--- src/rtl/mux_io_port.sv ---
`timescale 1ns/1ps
module mux_io_port #(
  parameter int WIDTH = 8
) (
  input  logic             clk,
  input  logic             rst_n,
  input  logic             wr_en,
  input  logic [WIDTH-1:0] wr_data,
  input  logic             rd_latch,
  input  logic             rd_pin,
  input  logic             rmw,
  input  logic             bus_mode,
  input  logic [WIDTH-1:0] ad_out,
  input  logic             bus_in_req,
  input  logic [WIDTH-1:0] pin_in,
  output logic [WIDTH-1:0] hi_en,
  output logic [WIDTH-1:0] lo_en,
  output logic [WIDTH-1:0] rd_data
);
  localparam logic [WIDTH-1:0] ALL_ONES = '1;

  logic [WIDTH-1:0] out_q;
  logic             take_reg;

  always_ff @(posedge clk or negedge rst_n) begin
    if (!rst_n)          out_q <= ALL_ONES;
    else if (bus_in_req) out_q <= ALL_ONES;
    else if (wr_en)      out_q <= wr_data;
  end

  assign hi_en = bus_mode ? ad_out  : '0;
  assign lo_en = bus_mode ? ~ad_out : ~out_q;

  assign take_reg = rd_latch | (rd_pin & rmw);

  always_ff @(posedge clk or negedge rst_n) begin
    if (!rst_n)        rd_data <= '0;
    else if (take_reg) rd_data <= out_q;
    else if (rd_pin)   rd_data <= pin_in;
    else               rd_data <= '0;
  end

  a_r2_write_lands: assert property (@(posedge clk) disable iff (!rst_n)
    (wr_en && !bus_in_req) |=> out_q == $past(wr_data));
  a_r2_hold: assert property (@(posedge clk) disable iff (!rst_n)
    (!wr_en && !bus_in_req) |=> $stable(out_q));
  a_r4_no_fight: assert property (@(posedge clk) disable iff (!rst_n)
    (hi_en & lo_en) == '0);
  a_r3_no_pullup_io: assert property (@(posedge clk) disable iff (!rst_n)
    !bus_mode |-> hi_en == '0);
  a_r5_latch_read: assert property (@(posedge clk) disable iff (!rst_n)
    rd_latch |=> rd_data == $past(out_q));
  a_r8_idle_zero: assert property (@(posedge clk) disable iff (!rst_n)
    (!rd_latch && !rd_pin) |=> rd_data == '0);
  a_r9_ones_load: assert property (@(posedge clk) disable iff (!rst_n)
    bus_in_req |=> out_q == ALL_ONES);
endmodule

--- config.mk ---
export PLATFORM = sky130hd
export DESIGN_NAME = mux_io_port
export DESIGN_NICKNAME = d
export VERILOG_FILES = /design/src/rtl/mux_io_port.sv
export SDC_FILE = /design/constraint.sdc
export NUM_CORES = 1
export LEC_CHECK = 0
export BUFFER_PORTS_ARGS = -buffer_cell sky130_fd_sc_hd__buf_2
export CAP_MARGIN = 10
export CELL_PAD_IN_SITES_DETAIL_PLACEMENT = 0
export CELL_PAD_IN_SITES_GLOBAL_PLACEMENT = 1
export CORE_UTILIZATION = 31
export DETAILED_ROUTE_END_ITERATION = 10
export HOLD_SLACK_MARGIN = 0.15
export PLACE_DENSITY_LB_ADDON = 0.25
export SLEW_MARGIN = 20
export SYNTH_ARGS = -nofsm -noshare
export SYNTH_HDL_FRONTEND = slang
export SYNTH_SLANG_ARGS = --single-unit
--- constraint.sdc ---
create_clock -name clk -period 2.4 [get_ports clk]
set_input_delay 0.6 -clock clk [delete_from_list [all_inputs] [get_ports clk]]
set_output_delay 0.6 -clock clk [all_outputs]
set_load 0.02 [all_outputs]
# Yosys cells after proc, flatten, opt, wreduce, memory -nomap -nowiden
# Index checks and enable logic that the tools add are counted.
# totals
word_cells,13
out_inout_bits,24
reg_bits,16
# op_classes
bitwise_logic,4
n_reduce_logical,1
muxes,6
# ops
op,n
two-way mux 8 bit,6
NOT 8 bit,2
nonzero test 2 bit,1
AND 1 bit,1
OR 1 bit,1

# Logic depth before layout (Yosys ltp)
# depth
ltp_word,3
depth_mapped,3
depth_no_buf,2

# Worst setup path after synthesis
# OpenSTA, ideal clock, no wires.
# synth_timing
kind,input port to output port
startpoint,input port ad_out[0]
endpoint,output port lo_en[0]
cell_stages,2
required_ps,1800
n_path_buf,0
t_arrival_ps,1190
setup_slack_ps,610
path_cell_list,and2_1 -> a21oi_1
# synth_via
elab_chain_cells,2
# synth_lines
element,line_no,text
start: declaration,13,"input logic [WIDTH-1:0] ad_out,"
NOT 8 bit,32,assign lo_en = bus_mode ? ~ad_out : ~out_q;
two-way mux 8 bit,32,
end: declaration,17,"output logic [WIDTH-1:0] lo_en,"
# No other way between the ends.

# Worst setup path after layout
# layout_timing
startpoint,input port bus_mode
endpoint,output port lo_en[1]
# layout_via
elab_chain_cells,1
# layout_lines
element,line_no,text
start: declaration,12,"input logic bus_mode,"
two-way mux 8 bit,32,
# No other way between the ends.

==> impl_metrics.tcl <==
set metrics [dict create \
    mostFrequentLayoutCell "sky130_fd_sc_hd__buf_2" \
    globalplace.congestion 0.703 \
    synthCells 87 \
    cts_hold_buffers 0 \
    cts_repair_resize_count 0 \
    cts_made_buffers 3 \
    post_synth_instance_area_um2 868 \
    synth_seq_cells 16 \
    r2r_start "out_q[4]" \
    coreArea_mm2 0.00257 \
    static-leakage-power_nw 0.603 \
    totalWireLength_um 2100 \
    clock_insertion_delay_worst_skew_ns 0.28 \
    area_growth_syn_to_layout_pct 35.2 \
    ctsHtreeMaxLevel 1 \
    dieArea_mm2 0.00302 \
    report.final.setup_viol 0 \
    slowest_delay_ns 0.18 \
    most-common-layout-cells "sky130_fd_sc_hd__buf_2 (55), sky130_fd_sc_hd__inv_1 (9)" \
    synth_sequential_area_ratio_pct 47.3 \
    arrival_ns 1.24 \
    tritoncts_num_sinks 16 \
    drcViolationCount 0 \
    finalHoldViolCount 0 \
    grt_pass1_wl_um 3400 \
    hp-class "in2async" \
    tns_ns 0 \
    end_of_flow_core_utilization_pct 45.7 \
    fmax_mhz 544 \
    period_share_pct 76.7 \
    drive_gt1_share_pct 54.3 \
    min_period_ns 1.84 \
    critPathMostFrequentCell "sky130_fd_sc_hd__buf_2" \
    port-buffer-count 55 \
    vias 831 \
    powerDensity_mw_per_mm2 537 \
    grt_usage_pct 16.0 \
    clock_path_buffers 2 \
    vias_per_cell 4.89 \
    ant_nets 0 \
    root_buffer "sky130_fd_sc_hd__clkbuf_4" \
    worst_slew_margin_rel_pct 76.4 \
    initial_core_util_pct 33.8 \
    cp.buffers_inverters 3 \
    rows 18 \
    average_wire_per_cell_in_the_routed_design_um 12.4 \
    synthesis.nets 119 \
    max_cap_violations 0 \
    detail_route.first_pass.iterations 3 \
    ys_warn_count 0 \
    critPathMaxFanout 9 \
    antenna_cells 0 \
    floorplan.io_pins 56 \
    clk_pin_slew_worst_paths_ns 0.09 \
    path_class "in2out" \
    timing.rr.end "out_q[4]" \
    finClkSkew_ns 0.000274 \
    cts_tree "built" \
    power.ir.vdd_worst_uv 247 \
    first_global_vias 775 \
    run_status "finished, final reports clean" \
    crit_required_ns 1.80 \
    setup.worst_path.end_class "output port" \
    worstRegToRegCells 2 \
    internal_reg_to_reg_setup_slack_ns 1.50 \
    final_max_slew_viol_count 0 \
    worst_pin_slew_ns 0.354 \
    crit_chain "buf_2, inv_1, a21oi_1, buf_2" \
    cp-start-kind "input port" \
    dpl.hpwl_um 1640 \
    grt_overflow 0 \
    die_width_um 54.9 \
    cts_setup_buffers 0 \
    yosys.cell_types.count 16 \
    grt_antenna_before_repair 0 \
    grt_setup_unrepaired "no" \
    slowest_stage "sky130_fd_sc_hd__a21oi_1" \
    postSynthAreaPerCell_um2 9.98 \
    nNetsFinal 174 \
    drt_iter0_markers 9 \
    path_delay_family "buffers and inverters" \
    grt_start_max_net_pins 17 \
    die_height_um 54.9 \
]
Yosys cell counts (all sizes together):
| cell | number | area [µm²] |
|---|---|---|
| a211o | 8 | 77.6 |
| inv | 9 | 33.8 |
| dfrtp | 8 | 200 |
| nand2 | 8 | 30.0 |
| a21oi | 8 | 40.0 |
| buf | 5 | 30.0 |
| o311ai | 8 | 92.6 |
| nor2b | 8 | 50.1 |
| nand3 | 8 | 40.0 |
| dfstp | 8 | 210 |
| nand2b | 1 | 13.8 |
| and2 | 8 | 50.1 |
layer usage:
layer / GRT usage (%) / wire length, µm / up-vias
met2: 26.7 / 1080 / 23
li1: - / - / 419
met4: 7.50 / 10 / 0
met5: 0 / 0 / -
met1: 19.5 / 877 / 387
met3: 3.55 / 131 / 2
cells by family (layout without fill, tap and decap cells):
logic type,Yosys count,after routing,synth area share (%)
AO/OA/AOI/OAI,24,24,24.2
buffers and inverters,14,67,7.35
flip-flops,16,16,47.3
AND/OR/NAND/NOR,33,33,21.2
per-stage QoR:
stage | power [W] | area [µm²] | cells | hold slack, ns | setup slack (ns)
finish | 0.000630 | 1170 | 170 | 0.210 | 0.560
global placement | 0.000492 | 1150 | 167 | 0.521 | 0.585
global route | 0.000674 | 1170 | 170 | 0.217 | 0.434
detailed placement | 0.000497 | 1150 | 167 | 0.531 | 0.553
floorplan | 0.000424 | 868 | 87 | 0.304 | 0.610
CTS | 0.000642 | 1170 | 170 | 0.212 | 0.553
worst register-to-register path, cell delays in order (launching register included):
cell                      delay (ns)
sky130_fd_sc_hd__dfstp_2        0.40
sky130_fd_sc_hd__nor2b_1        0.13
sky130_fd_sc_hd__a211o_2        0.31
layout make-up:
class / count / area (µm²)
Fill cell: 289 / 1390
Sequential cell: 16 / 410
Multi-Input combinational cell: 57 / 394
Timing Repair Buffer: 55 / 275
Tap cell: 30 / 37.5
Inverter: 9 / 33.8
Clock buffer: 3 / 22.5
where the power goes:
part / switching [W] / leakage [nW] / internal [W]
registers: 0.0000127 / 0.176 / 0.000299
logic: 0.000104 / 0.413 / 0.0000732
clock network: 0.0000826 / 0.0138 / 0.0000582
total: 0.000199 / 0.603 / 0.000431
how the worst max path moves through the flow:
| stage | start | to | slack (ns) | cells past startpoint |
|---|---|---|---|---|
| 2_1_floorplan | ad_out[0] | lo_en[0] | 0.61 | 2 |
| 3_3_place_gp | bus_mode | lo_en[6] | 0.58 | 4 |
| 3_5_place_dp | bus_mode | lo_en[1] | 0.55 | 4 |
| 4_1_cts | bus_mode | lo_en[1] | 0.55 | 4 |
| 5_1_grt | bus_mode | lo_en[4] | 0.43 | 4 |
| 6_report | bus_mode | lo_en[1] | 0.56 | 4 |
registers in the layout (all words and copies together), names as in the netlist:
name / count
rd_data: 8
out_q: 8
(Power assumes the default switching activity.)
